## config.mk

```make
export PLATFORM = sky130hd
export DESIGN_NAME = ata_pio_timer
export DESIGN_NICKNAME = d
export VERILOG_FILES = /design/src/rtl/ata_pio_pkg.sv /design/src/rtl/ata_pio_regs.sv /design/src/rtl/ata_pio_setup_sel.sv /design/src/rtl/ata_pio_seq.sv /design/src/rtl/ata_pio_timer.sv
export SDC_FILE = /design/constraint.sdc
export NUM_CORES = 1
export LEC_CHECK = 0
export BUFFER_PORTS_ARGS = -buffer_cell sky130_fd_sc_hd__buf_2
export CAP_MARGIN = 40
export CORE_MARGIN = 1
export CORE_UTILIZATION = 62
export CTS_BUF_LIST = sky130_fd_sc_hd__clkbuf_2 sky130_fd_sc_hd__clkbuf_4 sky130_fd_sc_hd__clkbuf_8
export CTS_CLUSTER_DIAMETER = 50
export DETAILED_ROUTE_END_ITERATION = 8
export PLACE_DENSITY = 0.85
export REMOVE_ABC_BUFFERS = 1
export SLEW_MARGIN = 10
export SYNTH_ARGS = -nofsm -noshare
export SYNTH_HDL_FRONTEND = slang
export SYNTH_HIERARCHICAL = 1
export SYNTH_SLANG_ARGS = --single-unit
```

## constraint.sdc

```tcl
create_clock -name clk_i -period 3.85 [get_ports clk_i]
set_input_delay 0 -clock clk_i [delete_from_list [all_inputs] [get_ports clk_i]]
set_output_delay 0 -clock clk_i [all_outputs]
set_load 0.05 [all_outputs]
```

## src/rtl/ata_pio_pkg.sv

```systemverilog
package ata_pio_pkg;
  localparam int unsigned NUM_DRIVES = 4;
  localparam int unsigned DRV_W      = $clog2(NUM_DRIVES);
  localparam int unsigned ADDR_W     = 3;
  localparam int unsigned CNT_W      = 4;
  localparam int unsigned SU_W       = 3;

  localparam logic [ADDR_W-1:0] ADDR_SU_D0  = 3'd4;
  localparam logic [ADDR_W-1:0] ADDR_SU_D1  = 3'd5;
  localparam logic [ADDR_W-1:0] ADDR_SU_SEC = 3'd6;
  localparam int unsigned IRQ_BIT = 4;

  typedef enum logic [1:0] {PH_IDLE, PH_SETUP, PH_ACT, PH_REC} phase_e;

  // counts are held as length-1
  function automatic logic [CNT_W-1:0] act_m1(input logic [3:0] n);
    return (n == 4'd0) ? 4'hF : n - 4'd1;
  endfunction

  function automatic logic [CNT_W-1:0] rec_m1(input logic [3:0] c);
    if (c == 4'd0)      return 4'hF;
    else if (c == 4'hF) return 4'h0;
    else                return c;
  endfunction

  function automatic logic [SU_W-1:0] setup_clks(input logic [1:0] f);
    case (f)
      2'b01:   return 3'd2;
      2'b10:   return 3'd3;
      2'b00:   return 3'd4;
      default: return 3'd5;
    endcase
  endfunction
endpackage

```

## src/rtl/ata_pio_regs.sv

```systemverilog
module ata_pio_regs
  import ata_pio_pkg::*;
(
  input  logic                            clk_i,
  input  logic                            rst_ni,
  input  logic                            we_i,
  input  logic [ADDR_W-1:0]               addr_i,
  input  logic [7:0]                      wdata_i,
  input  logic                            sec_irq_i,
  output logic [7:0]                      rdata_o,
  output logic [NUM_DRIVES-1:0][7:0]      tim_o,
  output logic [2:0][1:0]                 su_o
);
  logic [NUM_DRIVES-1:0][7:0] tim_q;
  logic [2:0][1:0]            su_q;
  logic [1:0]                 ra_q;
  logic                       irq_q;

  for (genvar g = 0; g < NUM_DRIVES; g++) begin : g_tim
    always_ff @(posedge clk_i or negedge rst_ni) begin
      if (!rst_ni)                                  tim_q[g] <= 8'h00;
      else if (we_i && addr_i == ADDR_W'(g))        tim_q[g] <= wdata_i;
    end
  end

  always_ff @(posedge clk_i or negedge rst_ni) begin
    if (!rst_ni) begin
      su_q  <= {3{2'b11}};
      ra_q  <= 2'b00;
      irq_q <= 1'b0;
    end else begin
      if (we_i) begin
        case (addr_i)
          ADDR_SU_D0:  su_q[0] <= wdata_i[7:6];
          ADDR_SU_D1:  su_q[1] <= wdata_i[7:6];
          ADDR_SU_SEC: begin
            su_q[2] <= wdata_i[7:6];
            ra_q    <= wdata_i[3:2];
          end
          default: ;
        endcase
      end
      if (sec_irq_i)
        irq_q <= 1'b1;
      else if (we_i && addr_i == ADDR_SU_SEC && wdata_i[IRQ_BIT])
        irq_q <= 1'b0;
    end
  end

  always_comb begin
    rdata_o = 8'h00;
    case (addr_i)
      ADDR_SU_D0:  rdata_o = {su_q[0], 6'b0};
      ADDR_SU_D1:  rdata_o = {su_q[1], 6'b0};
      ADDR_SU_SEC: rdata_o = {su_q[2], 1'b0, irq_q, ra_q, 2'b0};
      default: if (int'(addr_i) < NUM_DRIVES) rdata_o = tim_q[DRV_W'(addr_i)];
    endcase
  end

  assign tim_o = tim_q;
  assign su_o  = su_q;
endmodule

```

## src/rtl/ata_pio_setup_sel.sv

```systemverilog
module ata_pio_setup_sel
  import ata_pio_pkg::*;
(
  input  logic [2:0][1:0]   su_i,
  input  logic [DRV_W-1:0]  drive_i,
  output logic [CNT_W-1:0]  setup_m1_o
);
  logic [SU_W-1:0] s0, s1, sh, pri, sel;

  assign s0  = setup_clks(su_i[0]);
  assign s1  = setup_clks(su_i[1]);
  assign sh  = setup_clks(su_i[2]);
  assign pri = (s0 > s1) ? s0 : s1;   // slower primary drive wins
  assign sel = drive_i[DRV_W-1] ? sh : pri;
  assign setup_m1_o = CNT_W'(sel - 3'd1);
endmodule

```

## src/rtl/ata_pio_seq.sv

```systemverilog
module ata_pio_seq
  import ata_pio_pkg::*;
(
  input  logic                        clk_i,
  input  logic                        rst_ni,
  input  logic                        req_i,
  input  logic [DRV_W-1:0]            drive_i,
  input  logic                        write_i,
  input  logic [NUM_DRIVES-1:0][7:0]  tim_i,
  input  logic [CNT_W-1:0]            setup_m1_i,
  output logic                        busy_o,
  output logic                        rd_o,
  output logic                        wr_o
);
  phase_e           ph_q;
  logic [CNT_W-1:0] cnt_q, act_q, rec_q;
  logic             wr_q;
  logic [7:0]       sel_tim;

  assign sel_tim = tim_i[drive_i];

  always_ff @(posedge clk_i or negedge rst_ni) begin
    if (!rst_ni) begin
      ph_q  <= PH_IDLE;
      cnt_q <= '0;
      act_q <= '0;
      rec_q <= '0;
      wr_q  <= 1'b0;
    end else begin
      unique case (ph_q)
        PH_IDLE: if (req_i) begin
          ph_q  <= PH_SETUP;
          cnt_q <= setup_m1_i;
          act_q <= act_m1(sel_tim[7:4]);
          rec_q <= rec_m1(sel_tim[3:0]);
          wr_q  <= write_i;
        end
        PH_SETUP: if (cnt_q == '0) begin
          ph_q  <= PH_ACT;
          cnt_q <= act_q;
        end else cnt_q <= cnt_q - 1'b1;
        PH_ACT: if (cnt_q == '0) begin
          ph_q  <= PH_REC;
          cnt_q <= rec_q;
        end else cnt_q <= cnt_q - 1'b1;
        PH_REC: if (cnt_q == '0) ph_q <= PH_IDLE;
                else cnt_q <= cnt_q - 1'b1;
        default: ph_q <= PH_IDLE;
      endcase
    end
  end

  assign busy_o = (ph_q != PH_IDLE);
  assign rd_o   = (ph_q == PH_ACT) && !wr_q;
  assign wr_o   = (ph_q == PH_ACT) &&  wr_q;
endmodule

```

## src/rtl/ata_pio_timer.sv

```systemverilog
module ata_pio_timer
  import ata_pio_pkg::*;
(
  input  logic              clk_i,
  input  logic              rst_ni,
  input  logic              cfg_we_i,
  input  logic [ADDR_W-1:0] cfg_addr_i,
  input  logic [7:0]        cfg_wdata_i,
  output logic [7:0]        cfg_rdata_o,
  input  logic              sec_irq_i,
  input  logic              req_i,
  input  logic [DRV_W-1:0]  req_drive_i,
  input  logic              req_write_i,
  output logic              busy_o,
  output logic              rd_strobe_o,
  output logic              wr_strobe_o
);
  logic [NUM_DRIVES-1:0][7:0] tim;
  logic [2:0][1:0]            su;
  logic [CNT_W-1:0]           setup_m1;

  ata_pio_regs u_regs (
    .clk_i, .rst_ni,
    .we_i(cfg_we_i), .addr_i(cfg_addr_i), .wdata_i(cfg_wdata_i),
    .sec_irq_i, .rdata_o(cfg_rdata_o), .tim_o(tim), .su_o(su)
  );

  ata_pio_setup_sel u_sel (
    .su_i(su), .drive_i(req_drive_i), .setup_m1_o(setup_m1)
  );

  ata_pio_seq u_seq (
    .clk_i, .rst_ni,
    .req_i, .drive_i(req_drive_i), .write_i(req_write_i),
    .tim_i(tim), .setup_m1_i(setup_m1),
    .busy_o, .rd_o(rd_strobe_o), .wr_o(wr_strobe_o)
  );
endmodule

```

After elaboration in Yosys (flattened, before gate mapping)
Cells that the tools add are included.
{"block": "classes", "n_addsub": 3, "mul": 0, "div": 0, "magnitude_cmp": 4, "n_eq_ne": 21, "shift": 0, "mux": 26, "n_bitwise": 0, "reduce_logical": 25}
{"op": "8-bit binary-select mux with 2-bit select", "count": 2}
{"op": "4-bit 2-to-1 mux", "count": 7}
{"op": "3-bit one-hot mux with 3 select lines", "count": 3}
{"op": "8-bit 2-to-1 mux", "count": 3}
{"op": "8-bit one-hot mux with 3 select lines", "count": 1}
{"op": "4-bit one-hot mux with 4 select lines", "count": 1}
{"op": "4-bit logical NOT", "count": 3}
{"op": "2-bit equality test (second input constant)", "count": 5}
{"op": "2-bit AND reduction", "count": 5}
{"op": "3-bit equality test (second input constant)", "count": 3}
{"op": "2-bit by 1-bit equality test with 1-bit output (second input constant)", "count": 4}
{"op": "1-bit logical AND", "count": 8}
{"op": "2-bit logical NOT", "count": 4}
{"op": "2-bit 2-to-1 mux", "count": 4}
{"op": "2-bit one-hot mux with 4 select lines", "count": 1}
{"op": "4-bit by 1-bit subtractor with 4-bit output (second input constant)", "count": 2}
{"op": "3-bit by 2-bit equality test with 1-bit output (second input constant)", "count": 2}
{"op": "2-bit by 3-bit less-than comparator with 1-bit output (second input constant)", "count": 2}
{"op": "3-bit 2-to-1 mux", "count": 2}
{"op": "2-bit by 1-bit inequality test with 1-bit output (second input constant)", "count": 3}
{"op": "4-bit equality test (second input constant)", "count": 1}
{"op": "2-bit inequality test (second input constant)", "count": 2}
{"op": "4-bit AND reduction", "count": 1}
{"op": "2-bit nonzero test", "count": 2}
{"op": "7 further kinds", "count": 8}
{"block": "totals", "regBits": 56, "latch_bits": 0, "ramBits": 0, "mem_bits_ro": 0, "input_bits": 19, "output_inout_bits": 11, "elab_cells": 93, "memories": 0}

Logic depth before layout (Yosys ltp)
Gate-level depths: netlist of run 1.
{"block": "logic_depth", "word_depth": 8, "mapped_depth": 14, "ltp_nobuf": 14}

By module
Netlist of run 1, hierarchy kept.
{"mod": "ata_pio_regs", "n_inst": 1, "cells_per_inst": 137, "area_per_inst_um2": 1981.9, "seq_area_each_um2": 1033.5}
{"mod": "ata_pio_seq", "n_inst": 1, "cells_per_inst": 121, "area_per_inst_um2": 1182.4, "seq_area_each_um2": 375.4}
{"mod": "ata_pio_setup_sel", "n_inst": 1, "cells_per_inst": 34, "area_per_inst_um2": 256.5, "seq_area_each_um2": 0.0}

Least setup slack after synthesis of run 1
Ideal clock, no wire load.
{"block": "synth_timing", "path_type": "flip-flop to flip-flop", "startpoint": "register u_regs.su_q, in the netlist u_regs/su_o[0]", "endpoint": "register u_seq.cnt_q[2]", "setup_ns": 0.121, "arrival_time_ns": 2.670, "required_time_ns": 3.729, "path_slack_ns": 1.059, "path_stages_with_launch": 13, "path_buffers": 0, "period_less_slack_ns": 2.791, "cell_sequence": "dfstp_2 inv_1 ha_1 ha_1 and3b_1 o21ai_0 mux2i_1 a21oi_1 ha_1 xor2_1 nor2b_1 nor2_1 a22o_1"}
{"block": "synth_between", "elab_chain_cells": 8, "elab_cells_between_ends": 10, "cone_classes": "add/sub: 1; order compare: 1; eq/ne: 2; mux: 5; reduce/logical: 1"}
{"item": "from (decl)", "line_no": "ata_pio_regs.sv:15", "text": "logic [2:0][1:0] su_q;"}
{"item": "from (signal assigned)", "line_no": "ata_pio_regs.sv:28", "text": "su_q <= {3{2'b11}};"}
{"item": "2-bit equality test (tied with other cells)", "line_no": "ata_pio_pkg.sv:27", "text": "case (f)"}
{"item": "3-bit one-hot mux with 3 select lines *", "line_no": "ata_pio_pkg.sv:27"}
{"item": "3-bit > comparator", "line_no": "ata_pio_setup_sel.sv:13", "text": "assign pri = (s0 > s1) ? s0 : s1;"}
{"item": "3-bit 2-to-1 mux *", "line_no": "ata_pio_setup_sel.sv:13"}
{"item": "3-bit 2-to-1 mux *", "line_no": "ata_pio_setup_sel.sv:14", "text": "assign sel = drive_i[DRV_W-1] ? sh : pri;"}
{"item": "3-bit by 1-bit subtractor with 4-bit output *", "line_no": "ata_pio_setup_sel.sv:15", "text": "assign setup_m1_o = CNT_W'(sel - 3'd1);"}
{"item": "net setup_m1[2]", "line_no": "ata_pio_timer.sv:20", "text": "logic [CNT_W-1:0] setup_m1;"}
{"item": "4-bit 2-to-1 mux *", "line_no": "ata_pio_seq.sv:31", "text": "PH_IDLE: if (req_i) begin"}
{"item": "4-bit one-hot mux with 4 select lines *", "line_no": "ata_pio_seq.sv:30", "text": "unique case (ph_q)"}
{"item": "to (signal assigned)", "line_no": "ata_pio_seq.sv:33", "text": "cnt_q <= setup_m1_i;"}
{"item": "to (signal assigned)", "line_no": "ata_pio_seq.sv:40", "text": "cnt_q <= act_q;"}
{"item": "to (signal assigned)", "line_no": "ata_pio_seq.sv:41", "text": "end else cnt_q <= cnt_q - 1'b1;"}
{"item": "to (decl)", "line_no": "ata_pio_seq.sv:16", "text": "logic [CNT_W-1:0] cnt_q, act_q, rec_q;"}
Mark *: on every way through the listed nets, which the timed path passes. The rest lies on a longest branch. The select of a mux whose other input is x is not followed.
A chain may end at the register's enable or synchronous reset.

Final worst setup path of run 1
Ends and elaborated chain as after synthesis.

==> results of run 1 <==
logic make-up (layout without fill, tap and decap cells):
kind of cell | Yosys count | after routing | synth area share
AO/OA/AOI/OAI | 51 | 51 | 0.106
buffers and inverters | 29 | 64 | 0.0424
other | 1 | 1 | 0.00110
XOR/XNOR | 3 | 3 | 0.00768
flip-flops | 56 | 56 | 0.412
AND/OR/NAND/NOR | 68 | 68 | 0.114
multiplexers | 66 | 66 | 0.251
adder cells (fa/ha/maj) | 18 | 18 | 0.0658
placed cells by master (no fill, tap or decap), types with 3 or more instances in the layout:
| cell | netlist | final |
|---|---|---|
| a21o_1 | 3 | 3 |
| a21oi_1 | 10 | 10 |
| a221o_1 | 3 | 3 |
| a22o_1 | 9 | 9 |
| buf_2 | 1 | 29 |
| clkbuf_8 | 0 | 5 |
| dfrtp_1 | 50 | 50 |
| dfstp_2 | 6 | 6 |
| dlygate4sd3_1 | 0 | 9 |
| ha_1 | 18 | 18 |
| inv_1 | 15 | 15 |
| mux2_2 | 45 | 45 |
| mux2i_1 | 10 | 10 |
| mux4_2 | 10 | 10 |
| nand2_1 | 17 | 17 |
| nand2b_1 | 3 | 3 |
| nand3_1 | 3 | 3 |
| nor2_1 | 18 | 18 |
| nor2b_1 | 10 | 10 |
| nor3_1 | 5 | 5 |
| o21ai_0 | 8 | 8 |
| o31ai_1 | 5 | 5 |
path summary, 6_finish.rpt:
path / startpoint / end / depth (start not counted)
worst max register to register: u_regs/su_o[0] / u_seq/cnt_q[2] / 13
worst max-delay path: u_regs/su_o[0] / u_seq/cnt_q[2] / 13
worst min register to register: u_seq/act_q[2] / u_seq/act_q[2] / 2
worst min-delay path: cfg_wdata_i[6] / u_regs/tim_o[14] / 2
max in group asynchronous: rst_ni / u_regs/tim_o[16] / 3
min in group asynchronous: rst_ni / u_seq/cnt_q[2] / 3
flip-flops by register name (all words and copies together), names as in the netlist:
register      count
u_regs/irq_q      1
u_regs/ra_q       2
u_regs/su_o       6
u_regs/tim_o     32
u_seq/act_q       4
u_seq/cnt_q       4
u_seq/ph_q        2
u_seq/rec_q       4
u_seq/wr_q        1
power by group:
group / total (uW) / internal (uW) / switching (uW)
logic: 1080 / 495 / 581
registers: 913 / 776 / 136
clock network: 453 / 262 / 192
metal layers:
| layer | track usage | routed length [microns] | share of wire |
|---|---|---|---|
| met1 | 0.345 | 3040 | 0.44 |
| met2 | 0.431 | 3470 | 0.50 |
| met3 | 0.0467 | 297 | 0.043 |
| met4 | 0.0923 | 99 | 0.014 |
| met5 | 0 | 0 | 0 |
per-stage QoR:
stage,std cells,worst slack [ps],utilization
2_1_floorplan,280,1060,-
3_3_place_gp,380,969,0.688
3_5_place_dp,380,871,0.688
4_1_cts,397,842,0.732
5_1_grt,397,581,0.732
6_report,397,836,0.732
critical path, delay by kind of cell (launching register included):
kind	cells	cell delay (ps)
AO/OA/AOI/OAI	3	610
XOR/XNOR	1	150
adder cells (fa/ha/maj)	3	830
buffers and inverters	2	110
flip-flops	1	570
multiplexers	1	240
AND/OR/NAND/NOR	3	390
area by class of cell:
cell class | instances | area [sq um] | area share
sequential | 56 | 1410 | 0.370
clock buffer | 5 | 68.8 | 0.0181
multi-input combinational | 207 | 1870 | 0.490
inverter | 17 | 65.1 | 0.0171
timing repair buffer | 39 | 243 | 0.0637
tap | 70 | 87.6 | 0.0230
clock inverter | 3 | 68.8 | 0.0181
what timing repair did:
item | 4_1_cts | 5_1_grt
setup buffers | 0 | 0
hold buffers | 9 | 0
hold endpoints to repair | 78 | 0
==> flow_metrics.tcl, run 1 <==
set metrics [dict create \
    drc 0 \
    finalSetupViolations 0 \
    ys_seq_elements 56 \
    cts_root_buffer "clkbuf_8" \
    total_power_uw 2440 \
    startpoint_type "flip-flop" \
    hold_viol 0 \
    drive_gt1_frac 0.333 \
    core-area_sq_um 5200 \
    grt_pass1_vias 2422 \
    placed_cell_area_sq_um 3580 \
    fin_skew_ps 10.2 \
    critPathArrivalTime_ps 3220 \
    synth_area_sq_um 3420 \
    synth_edf_count 0 \
    rsz0062_at_grt "false" \
    max_freq_mhz 332 \
    min_period_ps 3010 \
    ir_drop_uv 474 \
    cpMostUsedCell "ha_1" \
    die_h_microns 76.3 \
    io_buffers 29 \
    cts_tree "done" \
    viasPerCell 6.03 \
    synth_seq_area_share 0.412 \
    clkTransAtPathRegs_ps 100 \
    synth-async-reset-ratio 1.00 \
    antenna_found_initial 0 \
    synthTopCellsByArea "dfrtp_1 37%, mux2_2 15%, ha_1 6.6%" \
    cpPeakStageDelay_ps 570 \
    leakage_uw 0.00173 \
    yosysTopAreaCellShare 0.366 \
    crit_chain "inv_1 -> ha_1 -> inv_1 -> ha_1 -> and3b_1 -> o21ai_0 -> mux2i_1 -> a21oi_1 -> ha_1 -> xor2_1 -> nor2b_1 -> nor2_1 -> a22o_1" \
    grt-ovfl-total 0 \
    num_rows 26 \
    yosys-top-cells-count "50 x dfrtp_1, 45 x mux2_2, 18 x ha_1, 18 x nor2_1, 17 x nand2_1" \
    hold_path_class "in2reg" \
    drv_cap 0 \
    cts_resized 0 \
    num-fill-cells 353 \
    wl_per_cell_microns 17.4 \
    initial_core_util 0.657 \
    fin_crit_sh 0.783 \
    gp_congestion 0.792 \
    design_area_sq_um 3810 \
    clock_latency_ps 310 \
    synth_flop_cell "dfrtp_1" \
    endpoint_kind "flip-flop" \
    crit_type "reg2reg" \
    crit_required_ps 4050 \
    die_area_sq_um 5820 \
    hold_slack_ps 17.2 \
    n_antenna_cell 0 \
    syn_inst 292 \
    grt_pass1_wl_microns 11800 \
    grt_max_degree 57 \
    r2r_slack_ps 840 \
    final_nets 363 \
    h-tree-depth 2 \
    relSlewSlack 0.534 \
    status "finished clean" \
    antenna_left 0 \
    p_per_area_nw_per_um2 641 \
    slew_viol_final 0 \
    hpwl_microns 4800 \
    totalWireLength_microns 6910 \
    die_w_microns 76.3 \
    synth.most_common_cell "dfrtp_1" \
    synth_top_cell_by_area "dfrtp_1" \
    drt_iter0_markers 93 \
    clkSinkCount 56 \
    crit_fanout 4 \
    timing.setup.tns_ps 0 \
    dr.pass1.iters 4 \
    grt.total_usage 0.260 \
    synth_cell_types 49 \
    num_vias 2394 \
    io_pins 30 \
    syn_to_final_growth_pct 11.3 \
    slowest_stage "dfstp_2" \
    cts_buffers 5 \
    clockBufferDepth 2 \
    yosys_warnings 6 \
    synth.avg_cell_area_sq_um 11.7 \
    worstMarginPinSlew_ps 700 \
]
Note: power is estimated with default switching activity, not from simulation.
==> inputs of run 2 (changes only) <==
--- a/config.mk
+++ b/config.mk
@@ -5,14 +5,15 @@
 export SDC_FILE = /design/constraint.sdc
 export NUM_CORES = 1
 export LEC_CHECK = 0
+export ABC_AREA = 1
 export BUFFER_PORTS_ARGS = -buffer_cell sky130_fd_sc_hd__buf_2
 export CAP_MARGIN = 40
 export CORE_MARGIN = 1
-export CORE_UTILIZATION = 62
+export CORE_UTILIZATION = 63
 export CTS_BUF_LIST = sky130_fd_sc_hd__clkbuf_2 sky130_fd_sc_hd__clkbuf_4 sky130_fd_sc_hd__clkbuf_8
 export CTS_CLUSTER_DIAMETER = 50
 export DETAILED_ROUTE_END_ITERATION = 8
-export PLACE_DENSITY = 0.85
+export PLACE_DENSITY = 0.86
 export REMOVE_ABC_BUFFERS = 1
 export SLEW_MARGIN = 10
 export SYNTH_ARGS = -nofsm -noshare
==> constraint.sdc (replaced) <==
create_clock -name clk_i -period 2.95 [get_ports clk_i]
set_input_delay 0 -clock clk_i [delete_from_list [all_inputs] [get_ports clk_i]]
set_output_delay 0 -clock clk_i [all_outputs]
set_load 0.05 [all_outputs]
==> run 2 against run 1 <==
Hold slack better by 2.2 ps. Die area is 9.1% higher. Register-to-register slack worse by 580 ps. Sequential share of layout area is 2.5 points lower. Synthesized cell count is 72% higher. Largest cell class unchanged. Largest power group unchanged.
==> flow_metrics.tcl, run 2 <==
set metrics [dict create \
    synth_edf_count 0 \
    clock_latency_ps 320 \
    fin_crit_sh 0.915 \
    relSlewSlack 0.588 \
    yosysTopAreaCellShare 0.329 \
    crit_chain "inv_1 -> ha_1 -> inv_1 -> ha_1 -> nand3_1 -> nand2_2 -> nand2_2 -> o211ai_1 -> nand2_1 -> ha_1 -> inv_1 -> nand3_1 -> nand2_1 -> nor2_1 -> nor2_1 -> nand2_1 -> nand2_1" \
    path_buf_inv 3 \
    yosys_warnings 6 \
    initial_core_util 0.670 \
    switching_share 0.425 \
    die_h_microns 79.7 \
    crit_fanout 4 \
    cts_buffers 5 \
    num_rows 27 \
    p_sw_uw 1330 \
    grt_pass1_wl_microns 14500 \
    setup_ws_ps 251 \
    sequentialPowerShare 0.371 \
    cp.depth 17 \
    final_cell_mix "204 x nand2_1, 50 x dfrtp_1, 40 x inv_1" \
    finalSetupViolations 0 \
    synthTopCellsByArea "dfrtp_1 33%, nand2_1 20%, o21ai_2 7.6%" \
    cp_top_family "adder cells" \
    dr.pass1.iters 5 \
    drv_cap 0 \
    startpoint "u_regs/su_o[2]" \
    timing.setup.tns_ps 0 \
    endpoint_kind "flip-flop" \
    syn_to_final_growth_pct 7.50 \
    multiInputGateArea_sq_um 2060 \
    num-fill-cells 467 \
    antenna_found_initial 0 \
    ys_seq_elements 56 \
    clockBufferDepth 2 \
    comb_power_share 0.452 \
    slew_viol_final 0 \
    yosys-top-cells-count "204 x nand2_1, 50 x dfrtp_1, 40 x inv_1" \
    grt.total_usage 0.297 \
    cpPeakStageDelay_ps 570 \
    grt_pass1_vias 3208 \
    drt_iter0_markers 299 \
    core-area_sq_um 5680 \
    worstMarginPinSlew_ps 619 \
    totalWireLength_microns 8430 \
    ff2ff_path_depth 17 \
    critPathArrivalTime_ps 2960 \
    largest_register_ffs 32 \
    crit_end "u_seq/cnt_q[2]" \
    die_w_microns 79.7 \
    fin_skew_ps 9.94 \
    final_common_cell "nand2_1" \
    synth_seq_area_share 0.371 \
    crit_type "reg2reg" \
    synth_flop_cell "dfrtp_1" \
    p_per_area_nw_per_um2 763 \
    drive_gt1_frac 0.229 \
    io_pins 30 \
    hpwl_microns 5990 \
    r2r_slack_ps 250 \
    ir_drop_uv 399 \
    grt-ovfl-total 0 \
    cts_root_buffer "clkbuf_8" \
    gp_congestion 0.859 \
    grt_max_degree 30 \
    n_antenna_cell 0 \
    h-tree-depth 2 \
    hold_path_class "in2reg" \
    synth.avg_cell_area_sq_um 7.57 \
    rsz0062_at_grt "false" \
    clockPowerShare 0.177 \
    synth_cell_types 35 \
    min-delay-start "cfg_wdata_i[0]" \
    final_nets 568 \
    status "finished clean" \
    min_period_ps 2700 \
    slowest_stage "dfstp_2" \
    startpoint_type "flip-flop" \
    r2r-end "u_seq/cnt_q[2]" \
    drc 0 \
    synth_area_sq_um 3800 \
    die_area_sq_um 6350 \
    leakage_uw 0.00222 \
    cts_tree "done" \
    syn_inst 502 \
    clkSinkCount 56 \
    wl_per_cell_microns 14.0 \
    max_freq_mhz 371 \
    synth.most_common_cell "nand2_1" \
    dp_slack_ps 292 \
    antenna_left 0 \
    clkTransAtPathRegs_ps 90 \
    num_vias 3301 \
    synth-async-reset-ratio 1.00 \
    rr_startpoint "u_regs/su_o[2]" \
    synth_top_cell_by_area "dfrtp_1" \
    cts_resized 0 \
    p_int_uw 1790 \
    hold_viol 0 \
    crit_required_ps 3210 \
    io_buffers 29 \
    seq_area_sq_um 1410 \
    cpMostUsedCell "nand2_1" \
    viasPerCell 5.47 \
]
-- run 2: cell families after synthesis --
| kind of cell | count (synthesis) | synth area share |
|---|---|---|
| AO/OA/AOI/OAI | 65 | 0.126 |
| buffers and inverters | 63 | 0.0882 |
| flip-flops | 56 | 0.371 |
| AND/OR/NAND/NOR | 297 | 0.351 |
| XOR/XNOR | 2 | 0.00461 |
| other | 1 | 0.000986 |
| adder cells (fa/ha/maj) | 18 | 0.0592 |
-- run 2: repair_timing --
item | in CTS | in global routing
buffers inserted | 0 | 0
hold buffers | 6 | 0
hold endpoints to repair | 31 | 0
-- run 2: cell type report --
cell class | count | share of cell area
clock buffers | 7 | 0.0236
clock inverters | 1 | 0.00735
inverters | 49 | 0.0468
multi-input cells | 383 | 0.504
flip-flops and latches | 56 | 0.345
well taps | 72 | 0.0220
repair buffers | 36 | 0.0520
-- run 2: worst min-delay path: stages --
cell	delay [ps]
buf_2	70
inv_1	90
o21ai_2	140
-- run 2: worst min path at each step --
stage | endpoint | depth (start not counted)
after global routing | u_regs/tim_o[1] | 3
final | u_regs/tim_o[8] | 3
after CTS | u_regs/tim_o[24] | 3
after floorplan | u_regs/irq_q | 0
after detailed placement | u_regs/tim_o[31] | 1
after global placement | u_regs/tim_o[31] | 1
-- run 2: layer usage --
layer,routed length [microns],vias up,global-route usage
met5,0,-,0
met4,219,0,0.131
met1,3440,1516,0.383
met2,4190,127,0.497
met3,582,19,0.0400
li1,-,1639,-
-- run 2: metrics by stage --
step,hold WS [ps],cell area (sq um),util,power (uW),cells
floorplan,-296,3660,-,2230,488
global placement,48.1,3900,0.687,2470,590
detailed placement,45.7,3900,0.687,2560,590
CTS,20.3,4090,0.720,3120,604
global route,36.3,4090,0.720,3380,604
finish,19.4,4090,0.720,3120,604
-- run 2: power groups by stage --
stage / logic [uW] / clock network (uW) / registers, uW
after floorplan: 1100 / 0 / 1120
after global placement: 1320 / 0 / 1150
after detailed placement: 1390 / 0 / 1170
after CTS: 1400 / 561 / 1150
after global routing: 1600 / 594 / 1190
final: 1410 / 553 / 1160
==> inputs of run 3 (changes only) <==
--- a/config.mk
+++ b/config.mk
@@ -13,8 +13,11 @@
 export CTS_BUF_LIST = sky130_fd_sc_hd__clkbuf_2 sky130_fd_sc_hd__clkbuf_4 sky130_fd_sc_hd__clkbuf_8
 export CTS_CLUSTER_DIAMETER = 50
 export DETAILED_ROUTE_END_ITERATION = 8
+export GPL_TIMING_DRIVEN = 0
+export HOLD_SLACK_MARGIN = 0.08
 export PLACE_DENSITY = 0.86
 export REMOVE_ABC_BUFFERS = 1
+export SKIP_LAST_GASP = 1
 export SLEW_MARGIN = 10
 export SYNTH_ARGS = -nofsm -noshare
 export SYNTH_HDL_FRONTEND = slang
==> run 3 against run 2 <==
Total power decreased by 2.8%. Sequential power barely moved. Critical path depth did not move. Clock power down 18%. Final cell count up 1.2%. Highest routed layer unchanged.
==> flow_metrics.tcl, run 3 (same netlist as run 2, synthesis figures left out) <==
set metrics [dict create \
    status "finished clean" \
    initial_core_util 0.670 \
    worstMarginPinSlew_ps 688 \
    io_pins 30 \
    cts_buffers 5 \
    die_w_microns 79.7 \
    ir_drop_uv 374 \
    num_vias 3311 \
    timing.setup.tns_ps 0 \
    relSlewSlack 0.541 \
    antenna_left 0 \
    wl_per_cell_microns 13.9 \
    dp_slack_ps 288 \
    grt_pass1_wl_microns 14500 \
    slew_viol_final 0 \
    rsz0062_at_grt "false" \
    clockBufferDepth 2 \
    core-area_sq_um 5680 \
    gp_congestion 0.857 \
    grt-ovfl-total 0 \
    viasPerCell 5.42 \
    grt.total_usage 0.298 \
    leakage_uw 0.00224 \
    num-fill-cells 450 \
    cts_root_buffer "clkbuf_8" \
    startpoint_type "flip-flop" \
    drive_gt1_frac 0.226 \
    clock_latency_ps 310 \
    io_buffers 29 \
    totalWireLength_microns 8520 \
    final_cell_mix "204 x nand2_1, 50 x dfrtp_1, 40 x inv_1" \
    hold_path_class "in2reg" \
    endpoint_kind "flip-flop" \
    crit_fanout 4 \
    setup_ws_ps 261 \
    drt_iter0_markers 376 \
    final_common_cell "nand2_1" \
    die_h_microns 79.7 \
    grt_max_degree 30 \
    min_period_ps 2690 \
    die_area_sq_um 6350 \
    max_freq_mhz 372 \
    h-tree-depth 2 \
    grt_pass1_vias 3207 \
    crit_type "reg2reg" \
    hold_viol 0 \
    critPathArrivalTime_ps 2940 \
    n_antenna_cell 0 \
    dr.pass1.iters 5 \
    fin_crit_sh 0.912 \
    finalSetupViolations 0 \
    clkTransAtPathRegs_ps 100 \
    num_rows 27 \
    clkSinkCount 56 \
    antenna_found_initial 0 \
    cts_tree "done" \
    fin_skew_ps 9.00 \
    syn_to_final_growth_pct 8.92 \
    drc 0 \
    crit_required_ps 3200 \
    drv_cap 0 \
    hpwl_microns 5950 \
    largest_register_ffs 32 \
    p_per_area_nw_per_um2 732 \
    final_nets 575 \
]
==> run 3: cell types whose count changed in the layout (fill, tap and decap cells not counted), sizes merged <==
| cell | change |
|---|---|
| dlygate4sd3 | +7 |
| bufinv | -1 |
| clkinvlp | +1 |
==> run 3: layer usage <==
metal / vias to the layer above / GRT usage / share of wire
met3: 22 / 0.0377 / 0.059
met1: 1521 / 0.379 / 0.42
met4: 0 / 0.116 / 0.022
met5: - / 0 / 0
met2: 117 / 0.513 / 0.49
li1: 1651 / - / -
==> run 3: path summary, 6_finish.rpt <==
check                               startpoint               end  slack (ps)  depth (start not counted)
worst min-delay path                     req_i    u_seq/cnt_q[3]         150                          5
worst min register to register  u_regs/ra_q[1]    u_regs/ra_q[1]         500                          2
worst max register to register  u_regs/su_o[2]    u_seq/cnt_q[2]         260                         17
min in group asynchronous               rst_ni  u_regs/tim_o[31]         250                          2
max in group asynchronous               rst_ni    u_seq/rec_q[2]        2100                          3
worst max-delay path            u_regs/su_o[2]    u_seq/cnt_q[2]         260                         17
==> run 3: metrics by stage <==
step	hold WS, ps	utilization	area (sq um)	instances	power (uW)
after global routing	163	0.730	4140	611	3280
after global placement	184	0.686	3890	589	2470
final	150	0.730	4140	611	3030
after CTS	146	0.730	4140	611	3030
after floorplan	-296	-	3660	488	2230
after detailed placement	81.8	0.690	3910	590	2560
==> run 3: repair_timing <==
| item | CTS | global route |
|---|---|---|
| gates resized for setup | 0 | 0 |
| setup buffers | 0 | 0 |
| hold buffers | 13 | 0 |
| endpoints found under the setup margin | 0 | 0 |
| hold endpoints to repair | 56 | 0 |
==> run 3: where the power goes <==
group,internal [uW],total [uW],switching (uW)
Combinational,510,1420,914
Sequential,992,1160,165
Clock,201,451,250
==> run 3: layout make-up <==
cell class | instances | area (sq um) | area share
multi-input cells | 383 | 2060 | 0.497
inverters | 49 | 191 | 0.0462
clock buffers | 7 | 90.1 | 0.0218
well taps | 72 | 90.1 | 0.0218
repair buffers | 43 | 295 | 0.0713
flip-flops and latches | 56 | 1410 | 0.340
clock inverters | 1 | 7.51 | 0.00181
==> run 3: worst max-delay path, cell delays in order, from the launching register on <==
cell and delay, ps:
dfstp_2 570, inv_1 50, ha_1 320, inv_1 80, ha_1 350, nand3_1 120, nand2_2 110, nand2_2 80
o211ai_1 180, nand2_1 110, ha_1 240, inv_1 60, nand3_1 60, nand2_1 60, nor2_1 40, nor2_1 90
nand2_1 60, nand2_1 50
